File: config.mk
export PLATFORM = sky130hd
export DESIGN_NAME = rx_admit_ctrl
export DESIGN_NICKNAME = d
export VERILOG_FILES = /design/src/rtl/rx_admit_pkg.sv /design/src/rtl/admit_thr_regs.sv /design/src/rtl/admit_decide.sv /design/src/rtl/admit_free_ctr.sv /design/src/rtl/rx_admit_ctrl.sv
export SDC_FILE = /design/constraint.sdc
export NUM_CORES = 1
export LEC_CHECK = 0
export BUFFER_PORTS_ARGS = -buffer_cell sky130_fd_sc_hd__buf_2
export CELL_PAD_IN_SITES_DETAIL_PLACEMENT = 1
export CELL_PAD_IN_SITES_GLOBAL_PLACEMENT = 2
export CORE_MARGIN = 3
export CORE_UTILIZATION = 25
export CTS_BUF_LIST = sky130_fd_sc_hd__clkbuf_16
export CTS_CLUSTER_DIAMETER = 100
export DETAILED_ROUTE_END_ITERATION = 12
export GPL_ROUTABILITY_DRIVEN = 0
export PLACE_DENSITY = 0.72
export SETUP_SLACK_MARGIN = 0.1
export SLEW_MARGIN = 20
export SYNTH_ARGS = -nofsm -noshare
export SYNTH_HDL_FRONTEND = slang
export SYNTH_SLANG_ARGS = --single-unit
File: constraint.sdc
create_clock -name clk -period 6.4 [get_ports clk]
set_clock_uncertainty 0.05 [all_clocks]
set_input_delay 0.96 -clock clk [delete_from_list [all_inputs] [get_ports clk]]
set_output_delay 0.96 -clock clk [all_outputs]
set_load 0.02 [all_outputs]
File: src/rtl/rx_admit_pkg.sv
package rx_admit_pkg;

  typedef enum logic [1:0] {
    PRIO_LOW  = 2'd0,
    PRIO_MID  = 2'd1,
    PRIO_HIGH = 2'd2,
    PRIO_TOP  = 2'd3
  } prio_e;

  // Blocks occupied by a packet of len_bytes; an empty packet still holds one.
  function automatic int blocks_for_len(int len_bytes, int block_bytes);
    int n;
    n = (len_bytes + block_bytes - 1) / block_bytes;
    if (n < 1) n = 1;
    return n;
  endfunction

  // Stacked levels must be spaced by one maximum packet.
  function automatic bit thr_set_legal(int t0, int t1, int t2, int total, int max_pkt);
    return (t2 > 2 * max_pkt - 1) &&
           (t1 > t2 + max_pkt - 1) &&
           (t0 > t1 + max_pkt - 1) &&
           (t0 < total);
  endfunction

endpackage

File: src/rtl/admit_thr_regs.sv
module admit_thr_regs import rx_admit_pkg::*; #(
  parameter int CNT_W          = 6,
  parameter int TOTAL_BLOCKS   = 32,
  parameter int MAX_PKT_BLOCKS = 5,
  parameter int DEF_THR0       = 20,
  parameter int DEF_THR1       = 15,
  parameter int DEF_THR2       = 10
) (
  input  logic             clk,
  input  logic             rst_n,
  input  logic             cfg_load,
  input  logic [CNT_W-1:0] cfg_thr0,
  input  logic [CNT_W-1:0] cfg_thr1,
  input  logic [CNT_W-1:0] cfg_thr2,
  output logic [CNT_W-1:0] thr0,
  output logic [CNT_W-1:0] thr1,
  output logic [CNT_W-1:0] thr2,
  output logic             cfg_legal,
  output logic             cfg_err
);

  assign cfg_legal = thr_set_legal(int'(cfg_thr0), int'(cfg_thr1), int'(cfg_thr2),
                                   TOTAL_BLOCKS, MAX_PKT_BLOCKS);

  always_ff @(posedge clk) begin
    if (!rst_n) begin
      thr0    <= CNT_W'(DEF_THR0);
      thr1    <= CNT_W'(DEF_THR1);
      thr2    <= CNT_W'(DEF_THR2);
      cfg_err <= 1'b0;
    end else if (cfg_load) begin
      if (cfg_legal) begin
        thr0    <= cfg_thr0;
        thr1    <= cfg_thr1;
        thr2    <= cfg_thr2;
        cfg_err <= 1'b0;
      end else begin
        cfg_err <= 1'b1;
      end
    end
  end

endmodule

File: src/rtl/admit_decide.sv
module admit_decide import rx_admit_pkg::*; #(
  parameter int CNT_W  = 6,
  parameter int NEED_W = 4
) (
  input  logic [1:0]        prio,
  input  logic [NEED_W-1:0] need,
  input  logic [CNT_W-1:0]  free_blk,
  input  logic [CNT_W-1:0]  thr0,
  input  logic [CNT_W-1:0]  thr1,
  input  logic [CNT_W-1:0]  thr2,
  output logic              admit
);

  logic [2:0][CNT_W-1:0] thr_arr;
  logic [2:0]            below;
  logic                  fits;

  assign thr_arr = {thr2, thr1, thr0};

  for (genvar p = 0; p < 3; p++) begin : g_cmp
    assign below[p] = free_blk < thr_arr[p];
  end

  assign fits = int'(need) <= int'(free_blk);

  always_comb begin
    unique case (prio_e'(prio))
      PRIO_LOW:  admit = fits & ~below[0];
      PRIO_MID:  admit = fits & ~below[1];
      PRIO_HIGH: admit = fits & ~below[2];
      default:   admit = fits & (free_blk != '0);
    endcase
  end

endmodule

File: src/rtl/admit_free_ctr.sv
module admit_free_ctr #(
  parameter int TOTAL_BLOCKS = 32,
  parameter int CNT_W        = 6,
  parameter int NEED_W       = 4
) (
  input  logic              clk,
  input  logic              rst_n,
  input  logic              alloc,
  input  logic [NEED_W-1:0] need,
  input  logic              rel_valid,
  input  logic [CNT_W-1:0]  rel_count,
  output logic [CNT_W-1:0]  free_count,
  output logic              rel_over,
  output logic              rel_err
);

  localparam logic [CNT_W-1:0] FULL = CNT_W'(TOTAL_BLOCKS);

  int               next_sum;
  logic [CNT_W-1:0] free_d;

  always_comb begin
    next_sum = int'(free_count);
    if (alloc)     next_sum = next_sum - int'(need);
    if (rel_valid) next_sum = next_sum + int'(rel_count);
    rel_over = next_sum > TOTAL_BLOCKS;
    free_d   = rel_over ? FULL : CNT_W'(next_sum);
  end

  always_ff @(posedge clk) begin
    if (!rst_n) begin
      free_count <= FULL;
      rel_err    <= 1'b0;
    end else begin
      free_count <= free_d;
      if (rel_over) rel_err <= 1'b1;
    end
  end

endmodule

File: src/rtl/rx_admit_ctrl.sv
module rx_admit_ctrl import rx_admit_pkg::*; #(
  parameter  int TOTAL_BLOCKS   = 32,
  parameter  int BLOCK_BYTES    = 64,
  parameter  int LEN_W          = 9,
  parameter  int MAX_PKT_BLOCKS = 5,
  parameter  int DEF_THR0       = 20,
  parameter  int DEF_THR1       = 15,
  parameter  int DEF_THR2       = 10,
  localparam int CNT_W          = $clog2(TOTAL_BLOCKS + 1),
  localparam int NEED_W         = LEN_W - $clog2(BLOCK_BYTES) + 1
) (
  input  logic             clk,
  input  logic             rst_n,
  input  logic             req_valid,
  input  logic [1:0]       req_prio,
  input  logic [LEN_W-1:0] req_len,
  input  logic             rel_valid,
  input  logic [CNT_W-1:0] rel_count,
  input  logic             cfg_load,
  input  logic [CNT_W-1:0] cfg_thr0,
  input  logic [CNT_W-1:0] cfg_thr1,
  input  logic [CNT_W-1:0] cfg_thr2,
  output logic             rsp_valid,
  output logic             rsp_accept,
  output logic [CNT_W-1:0] free_count,
  output logic             cfg_err,
  output logic             rel_err
);

  // Named internal events
  logic [NEED_W-1:0] need_w;
  logic              admit_w;
  logic              alloc_fire;
  logic              rel_over_w;
  logic              cfg_legal_w;
  logic [CNT_W-1:0]  thr0, thr1, thr2;

  assign need_w     = NEED_W'(blocks_for_len(int'(req_len), BLOCK_BYTES));
  assign alloc_fire = req_valid & admit_w;

  admit_thr_regs #(
    .CNT_W(CNT_W), .TOTAL_BLOCKS(TOTAL_BLOCKS), .MAX_PKT_BLOCKS(MAX_PKT_BLOCKS),
    .DEF_THR0(DEF_THR0), .DEF_THR1(DEF_THR1), .DEF_THR2(DEF_THR2)
  ) u_thr (
    .clk(clk), .rst_n(rst_n), .cfg_load(cfg_load),
    .cfg_thr0(cfg_thr0), .cfg_thr1(cfg_thr1), .cfg_thr2(cfg_thr2),
    .thr0(thr0), .thr1(thr1), .thr2(thr2),
    .cfg_legal(cfg_legal_w), .cfg_err(cfg_err)
  );

  admit_decide #(.CNT_W(CNT_W), .NEED_W(NEED_W)) u_dec (
    .prio(req_prio), .need(need_w), .free_blk(free_count),
    .thr0(thr0), .thr1(thr1), .thr2(thr2), .admit(admit_w)
  );

  admit_free_ctr #(.TOTAL_BLOCKS(TOTAL_BLOCKS), .CNT_W(CNT_W), .NEED_W(NEED_W)) u_ctr (
    .clk(clk), .rst_n(rst_n), .alloc(alloc_fire), .need(need_w),
    .rel_valid(rel_valid), .rel_count(rel_count),
    .free_count(free_count), .rel_over(rel_over_w), .rel_err(rel_err)
  );

  always_ff @(posedge clk) begin
    if (!rst_n) begin
      rsp_valid  <= 1'b0;
      rsp_accept <= 1'b0;
    end else begin
      rsp_valid  <= req_valid;
      rsp_accept <= alloc_fire;
    end
  end

endmodule

==> results.cfg, run 1 <==
[status]
status = finished, final reports clean

[floorplan]
die_y_um = 115
die-area_um2 = 13300
io_pins = 50
rows = 39
coreArea_um2 = 11600
die_x_um = 115
start_util_pct = 25.8

[sta]
slew_violations = 0
worst_pin_slew_ns = 0.747
worst_slack_ns = 0.427
maxSlewHeadroom_pct = 50.0
timing.fmax_mhz = 167
finalHoldViolCount = 0
finalCriticalPeriod_ns = 5.97
rsz0062_at_grt = no
finalCritPeriodShare_pct = 93.3
setup_viol = 0
tns_ns = 0

[drt]
dr_total_vias = 2809
drc_errors = 0
wl_per_cell_um = 15.5
first_iter_violations = 155
final_antenna_net_count = 0
wl_um = 8610
route.detailed.vias_per_inst = 5.04
drt-pass1-iter-count = 4

[yosys]
async_reset_ff_share_pct = 0
synth_top_area_share_pct = 21.4
synthAdderAreaFrac_pct = 22.7
synth-xor-area-share_pct = 5.57
synth_edf_count = 0
yosysWarnings = 0
syn_area_per_cell_um2 = 8.20
synth_nets = 457
synth_area_leaders = ha_1 (21%), dfxtp_1 (19%), mux2i_1 (4.4%)
syn_area_um2 = 2990
syn_inst = 364
ys_seq_elements = 28
synthMuxAreaShare_pct = 5.49
ys_seq_area_share_pct = 18.8
ys.flop_type = dfxtp_1
yosys.area_share.simple_pct = 18.7
synth_top_family_by_area = adder cells
yosys.cell_types.count = 57
synth_compound_area_share_pct = 22.0
synth_top_cell_by_area = ha_1

[grt]
grt_max_degree = 24
first_global_vias = 2831
grt_antenna_before_repair = 0
track_usage_pct = 13.0
grt_pass1_wl_um = 14000
globalRouteOverflowTotal = 0

[final_layout]
layout_common_cells = ha_1 (49), buf_2 (49), inv_1 (33)
syn_to_final_growth_pct = 21.1
drive_above_1_share_pct = 20.3
fin_nets = 508
antenna_cells = 0

[critical_path]
cp-start-kind = input pin
critPathMaxFanout = 5
crit_type = in2reg
required_ns = 6.54
arrival_ns = 6.11
cp-end-kind = flop

[clocking]
cts_tree = yes
cts_root_buffer = clkbuf_16
path_clk_slew_ns = 0.07
clock-sinks = 28
cts_max_path_buffers = 2
h-tree-depth = 1
cts_buffers = 3
clk_latency_ns = 0.27
cts_hold_buffers = 0

[worst_hold_path]
hp-class = reg2reg

[place]
hpwl_um = 7050
io_buffers = 49
preCtsSetupSlack_ns = -0.103

[pwr]
powerDensity_nw_per_um2 = 326
ir_worst_vdd_v = 0.000110
combPwrFrac_pct = 62.8
swShare_pct = 45.0
seq_power_share_pct = 21.3
p_leak_nw = 1.59
internal-power_mw = 0.648
switching_power_mw = 0.530
clkPwrFrac_pct = 15.8

[job]
drv_cap = 0
per-stage QoR:
stage	std cells	area [µm²]	hold slack [ns]	power (mW)	util, %
after floorplan	364	2990	0.370	0.728	-
after global placement	550	3400	0.410	0.951	29.4
after detailed placement	550	3400	0.413	0.962	29.4
after CTS	554	3510	0.423	1.16	30.3
after global routing	557	3610	0.465	1.30	31.3
final	557	3610	0.416	1.18	31.3
cells in the mapped netlist, drive strengths merged (2+ instances only):
master   count
a2111oi      4
a211o        3
a211oi       9
a21o         4
a21oi       17
a22oi        2
a311o        3
a311oi       3
a31oi        2
a41oi        2
and2         2
and4         2
buf          7
clkbuf       8
dfxtp       28
fa           2
ha          51
inv         33
mux2         3
mux2i       13
nand2       23
nand2b       3
nand3        5
nand4        3
nand4b       5
nor2        34
nor2b        3
nor3         5
nor3b        5
o211ai      15
o21a         4
o21ai       16
o21bai       3
or2          2
or3          6
xnor2       13
xor2         6
cells by family after synthesis:
family / Yosys count
buffers and inverters: 48
adder cells (fa/ha/maj): 53
XOR/XNOR: 19
multiplexers: 16
AO/OA/AOI/OAI: 93
AND/OR/NAND/NOR: 107
flip-flops: 28
per-layer routing:
metal / vias to the layer above / routed length [µm] / GRT usage, %
li1: 1435 / - / -
met3: 6 / 282 / 2.05
met1: 1322 / 4410 / 18.6
met2: 46 / 3840 / 20.7
met4: 0 / 70 / 2.50
met5: - / 0 / 0
path summary, 6_finish.rpt:
| check | from | to | slack (ns) | cells past startpoint |
|---|---|---|---|---|
| min reg2reg | u_thr.thr0[5]$_SDFFE_PN0P_ | u_thr.thr0[5]$_SDFFE_PN0P_ | 0.42 | 2 |
| max reg2reg | u_ctr.free_count[1]$_SDFF_PP0_ | u_ctr.free_count[0]$_SDFF_PP0_ | 0.95 | 19 |
| min | u_thr.thr0[5]$_SDFFE_PN0P_ | u_thr.thr0[5]$_SDFFE_PN0P_ | 0.42 | 2 |
| max | req_len[5] | u_ctr.free_count[0]$_SDFF_PP0_ | 0.43 | 22 |
power groups by stage:
stage          clock network (mW)  registers [mW]  logic, mW
2_1_floorplan                   0           0.258      0.469
3_3_place_gp                    0           0.256      0.695
3_5_place_dp                    0           0.258      0.704
4_1_cts                     0.194           0.254      0.710
5_1_grt                     0.198           0.259      0.838
6_report                    0.187           0.251      0.740
cell type report:
class	count	area (µm²)
fillers	1379	7950
well taps	143	179
inverters	33	124
repair buffers	61	343
multi-input cells	288	2300
clock buffers	3	75.1
flip-flops and latches	28	561
clock inverters	1	30.0
sequential cells by signal, indices dropped and copies added, names as in the netlist:
signal	count
rsp_valid	1
u_thr.cfg_err	1
u_thr.thr2	6
u_thr.thr1	6
u_thr.thr0	6
rsp_accept	1
u_ctr.rel_err	1
u_ctr.free_count	6
worst max-delay path: stages:
cell      delay (ns)
buf_2           0.11
nor2_2          0.17
a31oi_4         0.14
xnor2_2         0.20
ha_1            0.27
nor2b_1         0.16
o31a_1          0.25
or2_1           0.25
o21a_1          0.24
nand2_1         0.11
mux2_2          0.39
ha_1            0.30
a211o_1         0.12
o211ai_1        0.12
a21oi_1         0.36
o21ai_0         0.19
ha_1            0.36
nand4b_1        0.08
or3_1           0.41
a311o_1         0.37
a211o_1         0.35
a211oi_1        0.20
repair_timing:
| action | CTS | global route |
|---|---|---|
| hold endpoints to repair | 0 | 0 |
| endpoints found under the setup margin | 0 | 7 |
| buffers inserted | 0 | 2 |
| resized for setup | 0 | 17 |
Note: power is estimated with default switching activity, not from simulation.
==> inputs of run 2 (changes only) <==
==> constraint.sdc (replaced) <==
create_clock -name clk -period 6.7 [get_ports clk]
set_clock_uncertainty 0.05 [all_clocks]
set_input_delay 1.005 -clock clk [delete_from_list [all_inputs] [get_ports clk]]
set_output_delay 1.005 -clock clk [all_outputs]
set_load 0.02 [all_outputs]
==> run 2 against run 1 <==
Against the previous run: non-clock buffer count is 6 lower; final cell count is 1.1% lower; sequential cell count stayed put; first-iteration DRC count is 34% lower; routed wire length is 1.1% lower; critical path depth is 2 higher; critical path type unchanged.
==> results.cfg, run 2 (same netlist as run 1, synthesis figures left out) <==
[status]
status = finished, final reports clean

[clocking]
clk_latency_ns = 0.27
cts_max_path_buffers = 2
cts_tree = yes
cts_buffers = 3
postCtsSetupRepairBufs = 0
h-tree-depth = 1
path_clk_slew_ns = 0.07
cts_root_buffer = clkbuf_16
cts_hold_buffers = 0
clock-sinks = 28

[drt]
wl_met1_um = 4340
top_layer = met4
wl_met2_um = 3800
wl_per_cell_um = 15.4
route.detailed.vias_per_inst = 5.14
drt-pass1-iter-count = 4
first_iter_violations = 102
dr_wl_met3_um = 348
drc_errors = 0
final_antenna_net_count = 0
dr_total_vias = 2833
wl_um = 8510

[critical_path]
cp_slowest_cell = or3_1
required_ns = 6.83
arrival_ns = 6.38
regToRegStartpoint = u_ctr.free_count[1]$_SDFF_PP0_
reg2reg_depth = 21
crit_chain = buf_2 -> nor2_2 -> a31oi_4 -> xnor2_2 -> ha_1 -> nor2b_1 -> o31a_1 -> or2_1 -> o21a_1 -> and2_2 -> mux2_2 -> ha_1 -> a21o_1 -> a21oi_1 -> o21bai_1 -> a21oi_1 -> or3_1 -> ha_1 -> nor3_1 -> nand4_1 -> or3_1 -> a311o_1 -> a211o_1 -> a211oi_1
cp_common_cell = ha_1
cp-start-kind = input pin
critPathMaxFanout = 7
cp_slowest_stage_delay_ns = 0.38
cp-end-kind = flop
crit_type = in2reg
r2r-end = u_ctr.free_count[2]$_SDFF_PP0_
worst-r2r-setup-slack_ns = 1.09

[floorplan]
die_y_um = 115
die-area_um2 = 13300
die_x_um = 115
start_util_pct = 25.8
rows = 39
coreArea_um2 = 11600
io_pins = 50

[place]
dpl_cell_area_um2 = 3370
io_buffers = 49
hpwl_um = 6970
preCtsSetupSlack_ns = 0.111

[sta]
maxSlewHeadroom_pct = 50.7
whs_ns = 0.425
finalHoldViolCount = 0
tns_ns = 0
finalCritPeriodShare_pct = 93.4
rsz0062_at_grt = no
worst_pin_slew_ns = 0.738
worst_slack_ns = 0.443
setup_viol = 0
slew_violations = 0
timing.fmax_mhz = 160
finalCriticalPeriod_ns = 6.26

[final_layout]
syn_to_final_growth_pct = 18.0
finalInstanceArea_um2 = 3520
antenna_cells = 0
drive_above_1_share_pct = 17.6
fill_cells = 1376
final_common_cell = ha_1
layout_common_cells = ha_1 (51), buf_2 (49), inv_1 (33)
fin_nets = 502

[grt]
globalRouteOverflowTotal = 0
grt_pass1_wl_um = 14100
track_usage_pct = 12.9
grt_antenna_before_repair = 0
first_global_vias = 2879
grt_max_degree = 25

[pwr]
powerDensity_nw_per_um2 = 306
ir_worst_vdd_v = 0.0000855
p_leak_nw = 1.56

[worst_hold_path]
hold_depth = 2
hp-class = reg2reg
min_to = u_thr.thr0[5]$_SDFFE_PN0P_
hp-start = u_thr.thr0[5]$_SDFFE_PN0P_

[job]
drv_cap = 0
-- run 2: per-layer routing --
layer  vias up  track usage, %
li1       1417               -
met1      1374            18.5
met2        40            21.0
met3         2            2.32
met4         0           0.939
met5         -               0
-- run 2: worst max-delay path, delay by kind of cell --
family | cells | cell delay, ns
AOI/OAI and AO/OA | 10 | 2.04
xor gates and xnor gates | 1 | 0.22
adders and majority gates | 3 | 0.82
buffers and inverters | 1 | 0.10
muxes | 1 | 0.31
and+or+nand+nor | 8 | 1.88
-- run 2: worst max path at each step --
stage | depth (start not counted) | to | start
2_1_floorplan | 22 | u_ctr.free_count[0]$_SDFF_PP0_ | req_len[1]
3_3_place_gp | 25 | u_ctr.free_count[0]$_SDFF_PP0_ | req_len[4]
3_5_place_dp | 25 | u_ctr.free_count[2]$_SDFF_PP0_ | req_len[4]
4_1_cts | 25 | u_ctr.free_count[2]$_SDFF_PP0_ | req_len[4]
5_1_grt | 24 | u_ctr.free_count[0]$_SDFF_PP0_ | req_len[1]
6_report | 24 | u_ctr.free_count[2]$_SDFF_PP0_ | req_len[4]
-- run 2: final cells by class --
| class | instances | area (µm²) | share of cell area (%) |
|---|---|---|---|
| multi-input combinational | 288 | 2260 | 64.2 |
| sequential | 28 | 561 | 15.9 |
| timing repair buffer | 55 | 294 | 8.35 |
| tap | 143 | 179 | 5.08 |
| inverter | 33 | 124 | 3.52 |
| clock buffer | 3 | 75.1 | 2.13 |
| clock inverter | 1 | 30.0 | 0.852 |
-- run 2: metrics by stage --
step / power, mW / util [%] / cells
floorplan: 0.695 / - / 364
global placement: 0.886 / 29.2 / 546
detailed placement: 0.903 / 29.2 / 546
CTS: 1.09 / 30.1 / 550
global route: 1.19 / 30.5 / 551
finish: 1.08 / 30.5 / 551
-- run 2: timing repair --
item                       CTS  global route
setup endpoints to repair    0             6
hold endpoints to repair     0             0
resized for setup            0             8
-- run 2: where the power goes --
part           switching (mW)  internal, mW  total [mW]
Clock                  0.0585         0.119       0.178
Sequential             0.0498         0.189       0.239
Combinational           0.384         0.279       0.663
Total                   0.493         0.587        1.08
==> inputs of run 3 (changes only) <==
--- a/config.mk
+++ b/config.mk
@@ -8,7 +8,6 @@
 export BUFFER_PORTS_ARGS = -buffer_cell sky130_fd_sc_hd__buf_2
 export CELL_PAD_IN_SITES_DETAIL_PLACEMENT = 1
 export CELL_PAD_IN_SITES_GLOBAL_PLACEMENT = 2
-export CORE_MARGIN = 3
 export CORE_UTILIZATION = 25
 export CTS_BUF_LIST = sky130_fd_sc_hd__clkbuf_16
 export CTS_CLUSTER_DIAMETER = 100
==> constraint.sdc (replaced) <==
create_clock -name clk -period 6.4 [get_ports clk]
set_clock_uncertainty 0.05 [all_clocks]
set_input_delay 0.96 -clock clk [delete_from_list [all_inputs] [get_ports clk]]
set_output_delay 0.96 -clock clk [all_outputs]
set_load 0.02 [all_outputs]
==> run 3 against run 2 <==
Against the previous run: the run now ends with design-rule violations left; die area fell by 6.8%; critical endpoint is now u_ctr.free_count[1]$_SDFF_PP0_; sequential cell count stayed put; sequential power up 5%; register-to-register slack gained 0.02 ns; final cell count rose by 0.73%.
==> results.cfg, run 3 (same netlist as run 1, synthesis figures left out) <==
[status]
status = finished, violations left
violations = design-rule violations

[final_layout]
final_common_cell = ha_1
fin_nets = 506
fill_cells = 1408
syn_to_final_growth_pct = 20.2
final_util_pct = 31.1
drive_above_1_share_pct = 19.2
layout_common_cells = ha_1 (50), buf_2 (49), inv_1 (33)
antenna_cells = 0

[pwr]
internal-power_mw = 0.636
switching_power_mw = 0.522
seq_power_share_pct = 21.8
clkPwrFrac_pct = 15.8
powerDensity_nw_per_um2 = 323
p_leak_nw = 1.58
combPwrFrac_pct = 62.4
swShare_pct = 45.1
ir_worst_vdd_v = 0.000182

[critical_path]
worst-r2r-setup-slack_ns = 1.11
r2r-end = u_ctr.free_count[1]$_SDFF_PP0_
critPathMaxFanout = 7
cp-end-kind = flop
cp_slowest_stage_delay_ns = 0.38
arrival_ns = 6.06
regToRegStartpoint = u_ctr.free_count[1]$_SDFF_PP0_
reg2reg_depth = 20
crit_type = in2reg
cp-start-kind = input pin
required_ns = 6.53
cp_slowest_cell = or3_1
crit_chain = buf_2 -> nor2_2 -> a31oi_4 -> xnor2_2 -> ha_1 -> nor2b_1 -> o31a_1 -> or2_1 -> o21a_1 -> and2_4 -> mux2_2 -> ha_1 -> a21o_1 -> a21oi_1 -> o21bai_1 -> a21oi_1 -> or3_1 -> ha_1 -> nor3_1 -> nand4_1 -> or3_1 -> a311o_1 -> a211o_1 -> a211oi_1
cp_common_cell = ha_1

[drt]
drc_errors = 10
drt-pass1-iter-count = 8
final_antenna_net_count = 0
route.detailed.vias_per_inst = 5.08
dr_total_vias = 2822
first_iter_violations = 105
wl_um = 8440
wl_per_cell_um = 15.2

[clocking]
cts_buffers = 3
h-tree-depth = 1
cts_root_buffer = clkbuf_16
cts_tree = yes
clock-sinks = 28
clk_latency_ns = 0.26
path_clk_slew_ns = 0.07
cts_max_path_buffers = 2

[grt]
grt_max_degree = 20
grtUsageMet2_pct = 22.8
globalRouteOverflowTotal = 0
grt.met3_usage_pct = 2.30
track_usage_pct = 14.0
busiest_layer = met2
first_global_vias = 2931
grt_use_met1_pct = 20.0
grt_pass1_wl_um = 14400
grt_antenna_before_repair = 0

[worst_hold_path]
min_to = u_thr.thr0[5]$_SDFFE_PN0P_
hp-class = reg2reg
hp-start = u_thr.thr0[5]$_SDFFE_PN0P_
hold_depth = 2

[place]
hpwl_um = 6990
io_buffers = 49

[floorplan]
die_x_um = 111
io_pins = 50
die_y_um = 111
start_util_pct = 25.9
rows = 39
die-area_um2 = 12400
coreArea_um2 = 11500

[sta]
rsz0062_at_grt = yes
finalCritPeriodShare_pct = 92.7
slew_violations = 0
whs_ns = 0.406
finalHoldViolCount = 0
setup_viol = 0
worst_pin_slew_ns = 0.666
maxSlewHeadroom_pct = 55.5
finalCriticalPeriod_ns = 5.93
timing.fmax_mhz = 169

[job]
drv_cap = 0
## run 3: cell types whose count changed in the layout (fill, tap and decap cells not counted), sizes merged
cell,previous run,this run
buf,55,59
## run 3: routing by layer
layer | vias to the layer above | wire (µm)
li1 | 1432 | -
met5 | - | 0
met4 | 0 | 13
met3 | 2 | 341
met2 | 46 | 3780
met1 | 1342 | 4310
## run 3: repair_timing
item                                    in CTS  in global routing
hold buffers                                 0                  0
gates resized for setup                      0                 16
endpoints found under the setup margin       0                  7
buffers inserted                             0                  1
## run 3: worst max path at each step
stage	startpoint	to
2_1_floorplan	req_len[1]	u_ctr.free_count[0]$_SDFF_PP0_
3_3_place_gp	req_len[4]	u_ctr.free_count[1]$_SDFF_PP0_
3_5_place_dp	req_len[4]	u_ctr.free_count[1]$_SDFF_PP0_
4_1_cts	req_len[4]	u_ctr.free_count[1]$_SDFF_PP0_
5_1_grt	req_len[4]	u_ctr.free_count[0]$_SDFF_PP0_
6_report	req_len[4]	u_ctr.free_count[1]$_SDFF_PP0_
## run 3: through the flow
step / setup TNS (ns) / worst slack (ns) / cells / cell area [µm²] / power [mW]
final: 0 / 0.467 / 555 / 3590 / 1.16
after global routing: 0 / 0.0861 / 555 / 3590 / 1.27
after CTS: 0 / 0.139 / 554 / 3510 / 1.15
after detailed placement: -0.574 / -0.124 / 550 / 3410 / 0.957
after global placement: 0 / 0.0788 / 549 / 3390 / 0.940
after floorplan: 0 / 0.469 / 364 / 2990 / 0.728
## run 3: power by group through the flow
stage | registers [mW] | clock network [mW] | logic (mW)
floorplan | 0.258 | 0 | 0.469
global placement | 0.256 | 0 | 0.684
detailed placement | 0.257 | 0 | 0.699
CTS | 0.254 | 0.188 | 0.704
global route | 0.259 | 0.198 | 0.813
finish | 0.252 | 0.183 | 0.722
## run 3: critical path, delay by kind of cell
kind	cells	cell delay, ns
and+or+nand+nor	8	1.75
xor gates and xnor gates	1	0.22
AOI/OAI and AO/OA	10	1.95
buffers and inverters	1	0.11
adders and majority gates	3	0.77
muxes	1	0.30
## run 3: cell type report
class / instances / area, µm² / area share [%]
Multi-Input combinational cell: 288 / 2290 / 63.9
Sequential cell: 28 / 561 / 15.6
Timing Repair Buffer: 59 / 328 / 9.14
Tap cell: 143 / 179 / 4.99
Inverter: 33 / 124 / 3.45
Clock buffer: 3 / 75.1 / 2.09
Clock inverter: 1 / 30.0 / 0.837
